File: config.mk
export PLATFORM = sky130hd
export DESIGN_NAME = sync_serial_xfer
export DESIGN_NICKNAME = d
export VERILOG_FILES = /design/src/rtl/sst_pkg.sv /design/src/rtl/sst_clkdiv.sv /design/src/rtl/sst_edge_sync.sv /design/src/rtl/sst_shifter.sv /design/src/rtl/sync_serial_xfer.sv
export SDC_FILE = /design/constraint.sdc
export NUM_CORES = 1
export LEC_CHECK = 0
export ABC_AREA = 1
export BUFFER_PORTS_ARGS = -buffer_cell sky130_fd_sc_hd__buf_2
export CAP_MARGIN = 15
export CORE_ASPECT_RATIO = 2
export CORE_MARGIN = 4
export CORE_UTILIZATION = 28
export CTS_BUF_LIST = sky130_fd_sc_hd__clkbuf_2
export DETAILED_ROUTE_END_ITERATION = 6
export GPL_TIMING_DRIVEN = 1
export MAX_ROUTING_LAYER = met4
export PLACE_DENSITY = 0.53
export SYNTH_ARGS = -nofsm -noshare
export SYNTH_HDL_FRONTEND = slang
export SYNTH_SLANG_ARGS = --single-unit
File: constraint.sdc
create_clock -name clk -period 2.8 [get_ports clk]
set_clock_uncertainty 0.1 [all_clocks]
set_input_delay 0.84 -clock clk [delete_from_list [all_inputs] [get_ports clk]]
set_output_delay 0.84 -clock clk [all_outputs]
set_load 0.01 [all_outputs]
File: src/rtl/sst_pkg.sv
// Shared constants for the synchronous serial transfer unit: default widths,
// register addresses and the bit positions software relies on.
package sst_pkg;
    localparam int SST_BYTE_W = 8;
    localparam int SST_SEL_W  = 4;

    typedef enum logic [1:0] {
        REG_CTRL = 2'd0,
        REG_DLO  = 2'd1,
        REG_DHI  = 2'd2,
        REG_STAT = 2'd3
    } sst_reg_e;

    // Control register fields above the clock-rate field.
    localparam int CTRL_EXT  = 4;
    localparam int CTRL_WIDE = 5;
    localparam int CTRL_HOLD = 6;

    // Status register fields.
    localparam int STAT_RUN  = 0;
    localparam int STAT_OVR  = 1;
    localparam int STAT_DONE = 2;
    localparam int STAT_LVL  = 3;
endpackage

File: src/rtl/sst_clkdiv.sv
// Rate divider: while run is high it pulses tick once every 2^sel system
// clocks, which marks each half period of the internal serial clock.
// Assumes the counter restarts from zero whenever run is low.
module sst_clkdiv #(
    parameter int SEL_W = 4
) (
    input  logic             clk,
    input  logic             rst_n,
    input  logic             run,
    input  logic [SEL_W-1:0] sel,
    output logic             tick
);
    localparam int CNT_W = 1 << SEL_W;

    logic [CNT_W-1:0] cnt;
    logic [CNT_W-1:0] half_m1;

    assign half_m1 = (CNT_W'(1) << sel) - CNT_W'(1);
    assign tick    = run && (cnt == half_m1);

    // Half-period counter, cleared when idle or at each tick.
    always_ff @(posedge clk) begin
        if (!rst_n)           cnt <= '0;
        else if (!run || tick) cnt <= '0;
        else                  cnt <= cnt + CNT_W'(1);
    end
endmodule

File: src/rtl/sst_edge_sync.sv
// Brings the external serial clock into the system clock domain and reports
// its rising and falling edges as one-cycle pulses. Assumes the external
// clock stays in each level for several system clocks; idles high.
module sst_edge_sync #(
    parameter int STAGES = 2
) (
    input  logic clk,
    input  logic rst_n,
    input  logic async_in,
    output logic rise,
    output logic fall
);
    logic [STAGES:0] pipe;

    // Synchronizer chain plus one history stage for edge detection.
    always_ff @(posedge clk) begin
        if (!rst_n) pipe <= '1;
        else        pipe <= {pipe[STAGES-1:0], async_in};
    end

    assign rise = pipe[STAGES-1] & ~pipe[STAGES];
    assign fall = ~pipe[STAGES-1] & pipe[STAGES];
endmodule

File: src/rtl/sst_shifter.sv
// Shift engine: the data registers double as the shift chain. On rising
// events it moves sdi in at the top of the active length, and on falling
// events it presents the next transmit bit (LSB first) on a separate output
// register, so the last bit sent survives the final shift. Assumes start,
// abort and register writes are never asserted together.
module sst_shifter #(
    parameter int BYTE_W = 8
) (
    input  logic                  clk,
    input  logic                  rst_n,
    input  logic                  start,
    input  logic                  abort,
    input  logic                  wide,
    input  logic                  rise_evt,
    input  logic                  fall_evt,
    input  logic                  sdi,
    input  logic                  wr_lo,
    input  logic                  wr_hi,
    input  logic [BYTE_W-1:0]     wdata,
    input  logic                  lvl_wr,
    input  logic                  lvl_val,
    output logic [2*BYTE_W-1:0]   data,
    output logic                  sdo,
    output logic                  busy,
    output logic                  finish
);
    localparam int DW    = 2 * BYTE_W;
    localparam int CNT_W = $clog2(DW);

    logic [DW-1:0]    sr;
    logic [CNT_W-1:0] bitcnt;
    logic [CNT_W-1:0] last_idx;
    logic             busy_q;
    logic             sdo_q;

    assign last_idx = wide ? CNT_W'(DW - 1) : CNT_W'(BYTE_W - 1);
    assign finish   = busy_q && rise_evt && (bitcnt == last_idx);

    // Data/shift register: loaded by software when idle, shifted when busy.
    always_ff @(posedge clk) begin
        if (!rst_n) begin
            sr <= '0;
        end else if (busy_q) begin
            if (rise_evt) begin
                if (wide) sr <= {sdi, sr[DW-1:1]};
                else      sr[BYTE_W-1:0] <= {sdi, sr[BYTE_W-1:1]};
            end
        end else begin
            if (wr_lo) sr[BYTE_W-1:0]  <= wdata;
            if (wr_hi) sr[DW-1:BYTE_W] <= wdata;
        end
    end

    // Bit counter: counts rising events within one transfer.
    always_ff @(posedge clk) begin
        if (!rst_n)                 bitcnt <= '0;
        else if (abort || start)    bitcnt <= '0;
        else if (busy_q && rise_evt) bitcnt <= bitcnt + CNT_W'(1);
    end

    // Busy flag: set by start, cleared by abort or the final rising event.
    always_ff @(posedge clk) begin
        if (!rst_n)      busy_q <= 1'b0;
        else if (abort)  busy_q <= 1'b0;
        else if (start)  busy_q <= 1'b1;
        else if (finish) busy_q <= 1'b0;
    end

    // Output bit: first bit at start, next bit at each fall, idle level on request.
    always_ff @(posedge clk) begin
        if (!rst_n)                  sdo_q <= 1'b1;
        else if (start)              sdo_q <= sr[0];
        else if (busy_q && fall_evt) sdo_q <= sr[0];
        else if (!busy_q && lvl_wr)  sdo_q <= lvl_val;
    end

    assign data = sr;
    assign sdo  = sdo_q;
    assign busy = busy_q;
endmodule

File: src/rtl/sync_serial_xfer.sv
// Synchronous serial transfer unit top: register file, serial clock
// generation or tracking, status flags, and the shift engine. Assumes the
// external serial clock is much slower than clk.
module sync_serial_xfer
    import sst_pkg::*;
#(
    parameter int BYTE_W      = SST_BYTE_W,
    parameter int SEL_W       = SST_SEL_W,
    parameter int SYNC_STAGES = 2
) (
    input  logic              clk,
    input  logic              rst_n,
    input  logic              reg_wr,
    input  logic [1:0]        reg_addr,
    input  logic [BYTE_W-1:0] reg_wdata,
    output logic [BYTE_W-1:0] reg_rdata,
    input  logic              sclk_in,
    output logic              sclk_out,
    output logic              sclk_oe,
    input  logic              sdi,
    output logic              sdo,
    output logic              xfer_irq
);
    localparam int DW = 2 * BYTE_W;

    logic [BYTE_W-1:0] ctrl_q;
    logic              ext_mode, wide_mode;
    logic              ctrl_wr, stat_wr, lo_wr, hi_wr;
    logic              ctrl_abort, start_req;
    logic              busy, finish;
    logic              tick, int_rise, int_fall;
    logic              ext_rise, ext_fall;
    logic              rise_evt, fall_evt;
    logic              sclk_q;
    logic              done_q, ovr_q, lvl_q, post_done_q;
    logic [DW-1:0]     data;
    logic [BYTE_W-1:0] stat_view;

    // Register write decode.
    assign ctrl_wr    = reg_wr && (reg_addr == REG_CTRL);
    assign lo_wr      = reg_wr && (reg_addr == REG_DLO);
    assign hi_wr      = reg_wr && (reg_addr == REG_DHI);
    assign stat_wr    = reg_wr && (reg_addr == REG_STAT);
    assign ctrl_abort = ctrl_wr && !reg_wdata[CTRL_HOLD];
    assign start_req  = stat_wr && reg_wdata[STAT_RUN] && !busy;

    assign ext_mode  = ctrl_q[CTRL_EXT];
    assign wide_mode = ctrl_q[CTRL_WIDE];

    // Control register.
    always_ff @(posedge clk) begin
        if (!rst_n)       ctrl_q <= '0;
        else if (ctrl_wr) ctrl_q <= reg_wdata;
    end

    sst_clkdiv #(.SEL_W(SEL_W)) u_div (
        .clk   (clk),
        .rst_n (rst_n),
        .run   (busy && !ext_mode),
        .sel   (ctrl_q[SEL_W-1:0]),
        .tick  (tick)
    );

    sst_edge_sync #(.STAGES(SYNC_STAGES)) u_sync (
        .clk      (clk),
        .rst_n    (rst_n),
        .async_in (sclk_in),
        .rise     (ext_rise),
        .fall     (ext_fall)
    );

    assign int_fall = tick && sclk_q;
    assign int_rise = tick && !sclk_q;
    assign rise_evt = ext_mode ? ext_rise : int_rise;
    assign fall_evt = ext_mode ? ext_fall : int_fall;

    // Internal serial clock: toggles on ticks while busy, high otherwise.
    always_ff @(posedge clk) begin
        if (!rst_n)                       sclk_q <= 1'b1;
        else if (ctrl_abort || !busy)     sclk_q <= 1'b1;
        else if (!ext_mode && tick)       sclk_q <= ~sclk_q;
    end

    sst_shifter #(.BYTE_W(BYTE_W)) u_shift (
        .clk      (clk),
        .rst_n    (rst_n),
        .start    (start_req),
        .abort    (ctrl_abort),
        .wide     (wide_mode),
        .rise_evt (rise_evt),
        .fall_evt (fall_evt),
        .sdi      (sdi),
        .wr_lo    (lo_wr && !busy),
        .wr_hi    (hi_wr && !busy),
        .wdata    (reg_wdata),
        .lvl_wr   (stat_wr && !busy && !start_req),
        .lvl_val  (reg_wdata[STAT_LVL]),
        .data     (data),
        .sdo      (sdo),
        .busy     (busy),
        .finish   (finish)
    );

    // Completion flag: set wins over a clearing write in the same cycle.
    always_ff @(posedge clk) begin
        if (!rst_n)                                done_q <= 1'b0;
        else if (finish)                           done_q <= 1'b1;
        else if (stat_wr && !reg_wdata[STAT_DONE]) done_q <= 1'b0;
    end

    // Marks that a transfer has ended and no new one has started yet.
    always_ff @(posedge clk) begin
        if (!rst_n)                        post_done_q <= 1'b0;
        else if (start_req || ctrl_abort)  post_done_q <= 1'b0;
        else if (finish)                   post_done_q <= 1'b1;
    end

    // Overrun flag: external rising edge after completion.
    always_ff @(posedge clk) begin
        if (!rst_n)                                        ovr_q <= 1'b0;
        else if (ext_mode && !busy && post_done_q && ext_rise) ovr_q <= 1'b1;
        else if (stat_wr && !reg_wdata[STAT_OVR])          ovr_q <= 1'b0;
    end

    // Idle output level bit, writable only while idle.
    always_ff @(posedge clk) begin
        if (!rst_n)                 lvl_q <= 1'b1;
        else if (stat_wr && !busy)  lvl_q <= reg_wdata[STAT_LVL];
    end

    // Status register read view.
    always_comb begin
        stat_view            = '0;
        stat_view[STAT_RUN]  = busy;
        stat_view[STAT_OVR]  = ovr_q;
        stat_view[STAT_DONE] = done_q;
        stat_view[STAT_LVL]  = lvl_q;
    end

    // Register read multiplexer.
    always_comb begin
        case (reg_addr)
            REG_CTRL: reg_rdata = ctrl_q;
            REG_DLO:  reg_rdata = data[BYTE_W-1:0];
            REG_DHI:  reg_rdata = data[DW-1:BYTE_W];
            default:  reg_rdata = stat_view;
        endcase
    end

    assign sclk_out = sclk_q;
    assign sclk_oe  = !ext_mode;
    assign xfer_irq = done_q;
endmodule

==> impl_metrics.json, run 1 <==
{
  "drc": 0,
  "slowest_delay_ns": 0.16,
  "drive_gt1_share_pct": 14.3,
  "worstPathRequired_ns": 1.86,
  "die_h_um": 159,
  "io_pins": 27,
  "grt_pass1_vias": 3233,
  "final_cell_mix": "144 x nand2_1, 63 x inv_1, 63 x nor2_1, 52 x dfxtp_1, 38 x nand3_1",
  "grt_usage_pct": 15.3,
  "slew_headroom_pct": 60.8,
  "hold_path_class": "flop to flop",
  "crit_arrival_ns": 1.72,
  "io_buffers": 26,
  "cts_sinks": 54,
  "reg2regPathDepth": 19,
  "p_per_area_nw_per_um2": 390,
  "end_kind": "output pin",
  "post-cts-setup-buffer-count": 0,
  "grt-ovfl-total": 0,
  "synth_top_area_share_pct": 34.1,
  "root_buffer": "clkbuf_2",
  "cts-resized-gates": 0,
  "wl_mm": 9.70,
  "ys.flop_type": "dfxtp_1",
  "numCtsBuffers": 5,
  "syn2layout_area_growth_pct": 14.4,
  "dp_cells": 671,
  "final_area_um2": 3630,
  "grt_antenna_before_repair": 1,
  "grt_pass1_wl_mm": 15.6,
  "setup_viol": 0,
  "clk_pin_slew_ns": 0.26,
  "worstPathCellList": "buf_2 > inv_1 > nand2_1 > inv_1 > buf_4 > nand2_1 > o211ai_1 > buf_2",
  "max_freq_mhz": 376,
  "gp_congestion": 0.948,
  "netlist_area_um2": 3170,
  "syn_avg_cell_area_um2": 6.32,
  "antenna_left": 0,
  "dieArea_um2": 13200,
  "vias": 3313,
  "cts_tree": "done",
  "holdPathEnd": "u_sync.pipe[1]$_SDFF_PN1_",
  "p_leak_nw": 1.64,
  "drtIter0Drc": 132,
  "start_util_pct": 28.8,
  "hold_violations": 0,
  "synth.top_cells.by_area": "dfxtp_1 34%, nand2_1 17%, inv_1 7.7%",
  "synth_top_area_cell": "dfxtp_1",
  "syn_nets": 520,
  "die_w_um": 83.3,
  "finalCritPeriodShare_pct": 95.1,
  "tightest_slew_ns": 0.586,
  "async_reset_ff_share_pct": 0,
  "syn_inst": 502,
  "tns_ns": 0,
  "critical_path.max_fanout": 5,
  "drv_slew": 0,
  "cts_hold_buf": 0,
  "r2r_slack_ns": 0.18,
  "place_area_um2": 3540,
  "yosysUniqueCellTypes": 38,
  "ys_seq_elements": 54,
  "yosysWarnings": 0,
  "status": "completed",
  "core_area_um2": 11000,
  "h-tree-depth": 2,
  "wl_per_cell_um": 14.2,
  "crit_type": "primary input to output pin",
  "hold_start": "u_sync.pipe[0]$_SDFF_PN1_",
  "viasPerCell": 4.86,
  "dp_hpwl_mm": 7.68,
  "mostFrequentLayoutCell": "nand2_1",
  "drt_first_pass_iters": 4,
  "seq_area_frac_synth_pct": 34.1,
  "cp-start-kind": "primary input",
  "fill_cells": 1211,
  "r2r-end": "u_shift.data[0]$_SDFFE_PN0P_",
  "layoutNonFillerInstCount": 681,
  "cap_violations": 0,
  "synth-edff-count": 0,
  "worstHoldPathCells": 1,
  "regToRegStartpoint": "ctrl_q[1]$_SDFFE_PN0P_",
  "fin_crit_ns": 2.66,
  "grt_max_degree": 22,
  "critical_path.slowest_cell": "buf_2",
  "vdd_ir_drop_max_mv": 0.323,
  "insertion_delay_ns": 0.48,
  "cts_buffer_depth": 2,
  "layout.nets": 557,
  "std_cell_rows": 54
}
==> cell usage after synthesis (all sizes together) (2+ instances only) <==
master	number
xor2	5
o221ai	3
o2111ai	2
ha	3
nor2	69
a21boi	3
o21ai	23
clkbuf	5
nand4	4
nor3b	5
inv	67
nand2	149
nand3	41
a21oi	38
nand3b	2
o21bai	4
or2	5
dfxtp	54
nor4	2
buf	8
nor3	5
==> state kept, by name, summed over array words and instances (netlist names), 3 cells and up <==
name and cells:
u_div.cnt 16, u_sync.pipe 3, u_shift.bitcnt 4, u_shift.data 16, ctrl_q 8
==> critical path: cells and delay by family <==
family	cells	cell delay, ns
simple gates	2	0.13
buf+inv	5	0.66
compound gates	1	0.08
==> routing by layer <==
layer / vias up / share of wire, % / GRT usage [%]
li1: 1676 / - / -
met1: 1513 / 35 / 13.9
met2: 93 / 56 / 29.6
met3: 31 / 2.6 / 1.45
met4: 0 / 6.2 / 10.5
met5: - / 0 / -
==> layout make-up <==
type	count	area, um2	area share (%)
Antenna cell	1	2.50	0.0689
Sequential cell	54	1090	29.9
Timing Repair Buffer	42	263	7.24
Clock buffer	6	30.0	0.827
Clock inverter	2	8.76	0.241
Tap cell	140	175	4.82
Inverter	67	251	6.93
Multi-Input combinational cell	369	1810	50.0
==> through the flow <==
step	utilization [%]	hold slack, ns	total power, W	worst slack (ns)
finish	33.0	0.357	0.00142	0.138
detailed placement	32.1	0.307	0.00110	0.0445
CTS	32.5	0.370	0.00143	0.0342
global placement	32.1	0.306	0.00110	0.0795
global route	33.0	0.383	0.00150	-0.0680
floorplan	-	0.293	0.00100	0.316
==> kinds of logic after synthesis <==
kind of cell / count (synthesis) / synth area share [%]
buf+inv: 80 / 10.2
fa+ha+maj: 3 / 1.18
xor+xnor: 6 / 1.66
flops: 54 / 34.1
compound gates: 77 / 13.8
simple gates: 282 / 39.2
==> worst max-delay path by stage <==
| stage | startpoint | end | slack [ns] | cells past startpoint |
|---|---|---|---|---|
| 6_report | reg_addr[1] | reg_rdata[7] | 0.14 | 8 |
| 5_1_grt | ctrl_q[1]$_SDFFE_PN0P_ | u_shift.bitcnt[2]$_SDFFE_PP0P_ | -0.07 | 18 |
| 4_1_cts | reg_addr[1] | reg_rdata[0] | 0.03 | 8 |
| 3_5_place_dp | reg_addr[1] | reg_rdata[0] | 0.04 | 8 |
| 3_3_place_gp | reg_addr[1] | reg_rdata[0] | 0.08 | 8 |
| 2_1_floorplan | ctrl_q[2]$_SDFFE_PN0P_ | u_shift.data[10]$_SDFFE_PN0P_ | 0.32 | 19 |
==> where the power goes <==
part	total (W)	switching, W	internal, W
clock	0.000323	0.000262	0.0000613
combinational	0.000282	0.000180	0.000102
sequential	0.000810	0.0000163	0.000793
total	0.00142	0.000459	0.000957
No activity file was read; power rests on OpenSTA's default activity.
==> inputs of run 2 (changes only) <==
Settings changed: PLACE_DENSITY 0.53 to 0.54, SETUP_SLACK_MARGIN set to 0.15, SYNTH_HIERARCHICAL set to 1.
==> run 2 against run 1 <==
Net effect:
- clock-buffer cell count decreased by 1
- sequential share of layout area shrank 2.4 points
- sequential power is 0.7% higher
- final area rose by 8.8%
- largest cell class unchanged
==> impl_metrics.json, run 2 <==
{
  "start_util_pct": 28.7,
  "drv_slew": 0,
  "worstPathRequired_ns": 3.12,
  "final_cell_mix": "143 x nand2_1, 74 x nor2_1, 57 x inv_1, 51 x dfxtp_1, 29 x nand3_1",
  "p_leak_nw": 1.80,
  "mostFrequentLayoutCell": "nand2_1",
  "cap_violations": 0,
  "grt-ovfl-total": 0,
  "layoutNonFillerInstCount": 702,
  "critical_path.max_fanout": 8,
  "fill_cells": 1201,
  "finalPower_w": 0.00147,
  "die_w_um": 83.1,
  "die_h_um": 158,
  "numCtsBuffers": 5,
  "grt_pass1_wl_mm": 15.8,
  "netlist_area_um2": 3160,
  "ys_seq_elements": 54,
  "setup_viol": 0,
  "io_buffers": 26,
  "drc": 0,
  "dp_cells": 684,
  "hold_violations": 0,
  "cts_buffer_depth": 2,
  "ys.flop_type": "dfxtp_1",
  "layout.nets": 579,
  "power_switching_w": 0.000489,
  "status": "completed",
  "seq_area_frac_synth_pct": 34.2,
  "wl_mm": 10.3,
  "insertion_delay_ns": 0.50,
  "crit_arrival_ns": 3.06,
  "end_kind": "flop",
  "synth_most_common_cell": "nand2_1",
  "cp-start-kind": "flop",
  "syn_avg_cell_area_um2": 6.22,
  "worstHoldPathCells": 2,
  "synth_common_cells": "150 x nand2_1, 95 x nor2_1, 63 x inv_1",
  "dieArea_um2": 13200,
  "p_per_area_nw_per_um2": 372,
  "gp_congestion": 0.909,
  "syn_inst": 508,
  "crit_type": "flop to flop",
  "power_frac_comb_pct": 20.7,
  "h-tree-depth": 2,
  "yosysWarnings": 6,
  "drt_first_pass_iters": 4,
  "synth_top_area_share_pct": 34.2,
  "r2r-end": "u_shift/data[8]$_SDFFE_PN0P_",
  "rsz0062_at_grt": "yes",
  "pwr-share-clk_pct": 23.7,
  "finalCritPeriodShare_pct": 98.0,
  "dp_hpwl_mm": 7.87,
  "grt_pass1_vias": 3334,
  "vdd_ir_drop_max_mv": 0.217,
  "r2r_slack_ns": 0.06,
  "place_area_um2": 3550,
  "tightest_slew_ns": 0.567,
  "async_reset_ff_share_pct": 0,
  "drive_gt1_share_pct": 23.3,
  "intPower_w": 0.000980,
  "vias": 3314,
  "grt_max_degree": 23,
  "final_area_um2": 3950,
  "viasPerCell": 4.72,
  "wl_per_cell_um": 14.7,
  "cts_hold_buf": 0,
  "cts_tree": "done",
  "antenna_left": 0,
  "core_area_um2": 11000,
  "slew_headroom_pct": 61.9,
  "drtIter0Drc": 197,
  "regToRegStartpoint": "ctrl_q[3]$_SDFFE_PN0P_",
  "grt_usage_pct": 15.9,
  "max_freq_mhz": 365,
  "clk_pin_slew_ns": 0.29,
  "p_sw_share_pct": 33.3,
  "n_antenna_cell": 0,
  "std_cell_rows": 54,
  "hold_path_class": "flop to flop",
  "io_pins": 27,
  "hold_start": "u_sync/pipe[1]$_SDFF_PN1_",
  "synth.top_cells.by_area": "dfxtp_1 34%, nand2_1 18%, nor2_1 11%",
  "pwr-share-seq_pct": 55.5,
  "fin_crit_ns": 2.74,
  "synth_top_area_cell": "dfxtp_1",
  "cts_sinks": 54,
  "syn_nets": 526,
  "grt_antenna_before_repair": 0,
  "holdPathEnd": "u_sync/pipe[2]$_SDFF_PN1_",
  "yosysUniqueCellTypes": 34,
  "reg2regPathDepth": 23,
  "root_buffer": "clkbuf_2",
  "synth-edff-count": 0,
  "syn2layout_area_growth_pct": 24.9
}
[run 2: cell types whose count changed after synthesis, sizes merged, moves of 4 or more]
cell    previous run  this run
nor2              69        99
a21oi             38        11
o21ai             23        35
nand3             41        31
nand2            149       157
xor2               5        13
nand4              4         9
nor3b              5         0
o21bai             4         0
or2                5         1
[run 2: worst max path at each step]
| stage | start | endpoint | slack [ns] | cells past startpoint |
|---|---|---|---|---|
| finish | ctrl_q[3]$_SDFFE_PN0P_ | u_shift/data[8]$_SDFFE_PN0P_ | 0.06 | 23 |
| global route | ctrl_q[3]$_SDFFE_PN0P_ | u_shift/data[15]$_SDFFE_PN0P_ | -0.12 | 23 |
| CTS | ctrl_q[2]$_SDFFE_PN0P_ | u_shift/data[8]$_SDFFE_PN0P_ | 0.15 | 24 |
| detailed placement | ctrl_q[3]$_SDFFE_PN0P_ | u_shift/data[12]$_SDFFE_PN0P_ | -0.09 | 25 |
| global placement | ctrl_q[3]$_SDFFE_PN0P_ | u_shift/data[10]$_SDFFE_PN0P_ | -0.06 | 25 |
| floorplan | ctrl_q[2]$_SDFFE_PN0P_ | u_shift/data[15]$_SDFFE_PN0P_ | 0.15 | 23 |
[run 2: cell families after synthesis]
logic type / after synthesis / share of synthesized area [%]
adders and majority gates: 3 / 1.19
xor gates and xnor gates: 16 / 4.43
AOI/OAI and AO/OA: 49 / 8.19
and+or+nand+nor: 306 / 40.5
buffers and inverters: 80 / 11.5
DFF: 54 / 34.2
[run 2: cell type report]
| type | count | area (um2) | area share [%] |
|---|---|---|---|
| timing repair buffer | 55 | 388 | 9.82 |
| sequential | 54 | 1090 | 27.5 |
| tap | 140 | 175 | 4.44 |
| multi-input combinational | 376 | 1960 | 49.6 |
| clock buffer | 5 | 25.0 | 0.634 |
| clock inverter | 3 | 25.0 | 0.634 |
| inverter | 69 | 289 | 7.32 |
[run 2: per-layer routing]
layer | vias up | global-route usage (%) | part of all wire [%]
met4 | 0 | 9.28 | 7.2
met1 | 1516 | 13.4 | 33
met5 | - | - | 0
met3 | 38 | 1.61 | 2.5
li1 | 1680 | - | -
met2 | 80 | 32.9 | 58
[run 2: critical path: stages (launching register included)]
cell and delay [ns]:
dfxtp_2 0.40, nor2_4 0.14, nand2_2 0.08, inv_2 0.06
nand2_2 0.06, ha_4 0.24, nand2_1 0.05, nand2_1 0.04
a21oi_1 0.12, nand2_1 0.07, nor2_1 0.10, nand3_1 0.08
nor2_1 0.10, nand3_1 0.12, nor2_2 0.15, nand3_2 0.12
nand2_4 0.10, nand2_4 0.08, inv_4 0.11, nand2_8 0.08
nand2_8 0.10, inv_8 0.06, nor2_2 0.09, nor2_1 0.04
[run 2: per-stage QoR]
| step | util, % | hold WS, ns | setup TNS (ns) | worst slack, ns |
|---|---|---|---|---|
| 2_1_floorplan | - | 0.280 | 0 | 0.152 |
| 3_3_place_gp | 32.2 | 0.283 | -0.302 | -0.0610 |
| 3_5_place_dp | 32.2 | 0.297 | -1.02 | -0.0944 |
| 4_1_cts | 33.6 | 0.359 | 0 | 0.147 |
| 5_1_grt | 35.9 | 0.359 | -1.75 | -0.125 |
| 6_report | 35.9 | 0.376 | 0 | 0.0567 |
[run 2: what timing repair did]
action,CTS,global route
buffers inserted,4,4
cloned,1,1
endpoints found under the hold margin,0,0
pin swaps,10,30
gates resized for setup,23,66
setup endpoints to repair,32,31
[run 2: power by group through the flow]
stage          Combinational (W)  Sequential [W]  Clock [W]
2_1_floorplan           0.000161        0.000823          0
3_3_place_gp            0.000256        0.000826          0
3_5_place_dp            0.000256        0.000827          0
4_1_cts                 0.000275        0.000815   0.000364
5_1_grt                 0.000336        0.000819   0.000392
6_report                0.000305        0.000816   0.000349
==> inputs of run 3 (changes only) <==
Settings changed: CTS_CLUSTER_DIAMETER set to 120, PLACE_DENSITY 0.54 to 0.53, SYNTH_HIERARCHICAL 1 to not set.
==> run 3 against run 2 <==
Net effect:
- hold slack got worse by 0.019 ns
- utilization shrank 1.2 points
- global-route usage decreased by 0.65 points
- fmax grew 5.9%
- clock power decreased by 8.3%
- cell count is 1.9% lower
- highest routed layer unchanged
- clock-buffer cell count is 1 higher
- sequential cell count unchanged
- sequential power fell by 0.7%
- sequential share of layout area rose by 1.1 points
- total power fell by 1.7%
- non-clock buffer count fell by 7
- largest cell class unchanged
==> impl_metrics.json, run 3 (synthesis gave the netlist of run 1 again) <==
{
  "std_cell_rows": 54,
  "vias": 3323,
  "antenna_left": 0,
  "h-tree-depth": 2,
  "cts_sinks": 54,
  "start_util_pct": 28.8,
  "final_cell_mix": "138 x nand2_1, 61 x nor2_1, 59 x inv_1, 49 x dfxtp_1, 34 x a21oi_1",
  "power_frac_comb_pct": 21.7,
  "path_buf_inv": 4,
  "worstPathCellList": "buf_4 > nor2_2 > inv_2 > buf_4 > o221ai_1 > buf_2",
  "gp_congestion": 0.948,
  "tightest_slew_ns": 0.741,
  "critPathTopFamily": "buffers and inverters",
  "finalCritPeriodShare_pct": 92.5,
  "grt_max_degree": 22,
  "hold_slack_ns": 0.358,
  "drv_slew": 0,
  "fin_crit_ns": 2.59,
  "pwr-share-clk_pct": 22.2,
  "grt_usage_pct": 15.3,
  "p_sw_share_pct": 32.5,
  "cp_common_cell": "buf_4",
  "status": "completed",
  "grt_pass1_vias": 3228,
  "slowest_delay_ns": 0.17,
  "layout.nets": 565,
  "crit_arrival_ns": 1.65,
  "setup_slack_ns": 0.209,
  "drc": 0,
  "io_pins": 27,
  "setup_viol": 0,
  "root_buffer": "clkbuf_2",
  "dp_hpwl_mm": 7.68,
  "fill_cells": 1189,
  "die_w_um": 83.3,
  "r2r_slack_ns": 0.22,
  "slew_headroom_pct": 50.5,
  "p_leak_nw": 1.71,
  "wl_mm": 10.0,
  "crit_type": "primary input to output pin",
  "power_switching_w": 0.000470,
  "rsz0062_at_grt": "yes",
  "vdd_ir_drop_max_mv": 0.325,
  "max_freq_mhz": 386,
  "dieArea_um2": 13200,
  "intPower_w": 0.000974,
  "place_ws_ns": 0.0445,
  "hold_path_class": "flop to flop",
  "clk_pin_slew_ns": 0.26,
  "tns_ns": 0,
  "insertion_delay_ns": 0.47,
  "p_per_area_nw_per_um2": 378,
  "drive_gt1_share_pct": 20.3,
  "core_area_um2": 11000,
  "drtIter0Drc": 131,
  "worstPathRequired_ns": 1.86,
  "grt_pass1_wl_mm": 15.6,
  "drt_first_pass_iters": 5,
  "grt_antenna_before_repair": 1,
  "viasPerCell": 4.82,
  "critical_path.max_fanout": 6,
  "cts_buffer_depth": 2,
  "syn2layout_area_growth_pct": 20.4,
  "cts_tree": "done",
  "hold_violations": 0,
  "grt-ovfl-total": 0,
  "die_h_um": 159,
  "end_kind": "output pin",
  "cp-start-kind": "primary input",
  "pwr-share-seq_pct": 56.1,
  "mostFrequentLayoutCell": "nand2_1",
  "critical_path.slowest_cell": "buf_2",
  "cap_violations": 0,
  "io_buffers": 26,
  "numCtsBuffers": 5,
  "wl_per_cell_um": 14.5
}
==> run 3: per-stage QoR <==
stage	utilization [%]	power [W]	cells	instance area, um2
floorplan	-	0.00100	502	3170
global route	34.7	0.00153	689	3820
global placement	32.1	0.00110	671	3540
CTS	32.5	0.00143	679	3580
finish	34.7	0.00144	689	3820
detailed placement	32.1	0.00110	671	3540
==> run 3: power by group through the flow <==
| stage | combinational [W] | clock (W) | sequential, W |
|---|---|---|---|
| after floorplan | 0.000184 | 0 | 0.000819 |
| after global placement | 0.000274 | 0 | 0.000823 |
| after detailed placement | 0.000273 | 0 | 0.000823 |
| after CTS | 0.000275 | 0.000340 | 0.000810 |
| after global routing | 0.000350 | 0.000369 | 0.000814 |
| final | 0.000314 | 0.000320 | 0.000810 |
==> run 3: metal layers <==
| metal | routed length (um) | vias to the layer above | part of all wire (%) | track usage (%) |
|---|---|---|---|---|
| met5 | 0 | - | 0 | - |
| met4 | 652 | 0 | 6.5 | 10.4 |
| met3 | 259 | 34 | 2.6 | 1.40 |
| met2 | 5590 | 81 | 56 | 29.7 |
| met1 | 3500 | 1517 | 35 | 13.8 |
| li1 | - | 1691 | - | - |
==> run 3: worst reg2reg max path, stage by stage (launching register included) <==
cell	delay (ns)
dfxtp_4	0.43
nor2_4	0.12
nand2_2	0.09
ha_4	0.25
nand2_2	0.06
nand2_1	0.05
a21oi_1	0.13
nand2_1	0.06
nor2_1	0.08
nand2_1	0.07
nor2_2	0.14
nand3_2	0.09
nor2_4	0.15
nand3_2	0.10
nand2_4	0.17
nand3_4	0.17
a21oi_2	0.18
nor2_1	0.06
==> run 3: timing repair <==
item	4_1_cts	5_1_grt
cloned	0	3
buffers inserted	0	6
endpoints found under the setup margin	11	30
hold buffers	0	0
pin swaps	0	5
gates resized for setup	5	43
==> run 3: area by class of cell <==
class | instances | area, um2 | share of cell area (%)
Antenna cell | 1 | 2.50 | 0.0655
Clock buffer | 6 | 30.0 | 0.786
Clock inverter | 2 | 8.76 | 0.229
Inverter | 67 | 254 | 6.65
Multi-Input combinational cell | 371 | 1940 | 50.8
Sequential cell | 54 | 1090 | 28.6
Tap cell | 140 | 175 | 4.58
Timing Repair Buffer | 48 | 317 | 8.28
==> run 3: path summary, 6_finish.rpt <==
| check | end | startpoint | depth (start not counted) |
|---|---|---|---|
| hold / removal | u_sync.pipe[1]$_SDFF_PN1_ | u_sync.pipe[0]$_SDFF_PN1_ | 1 |
| setup / recovery | reg_rdata[6] | reg_addr[1] | 6 |
| hold reg to reg | u_sync.pipe[1]$_SDFF_PN1_ | u_sync.pipe[0]$_SDFF_PN1_ | 1 |
| setup reg to reg | u_shift.data[9]$_SDFFE_PN0P_ | ctrl_q[0]$_SDFFE_PN0P_ | 17 |
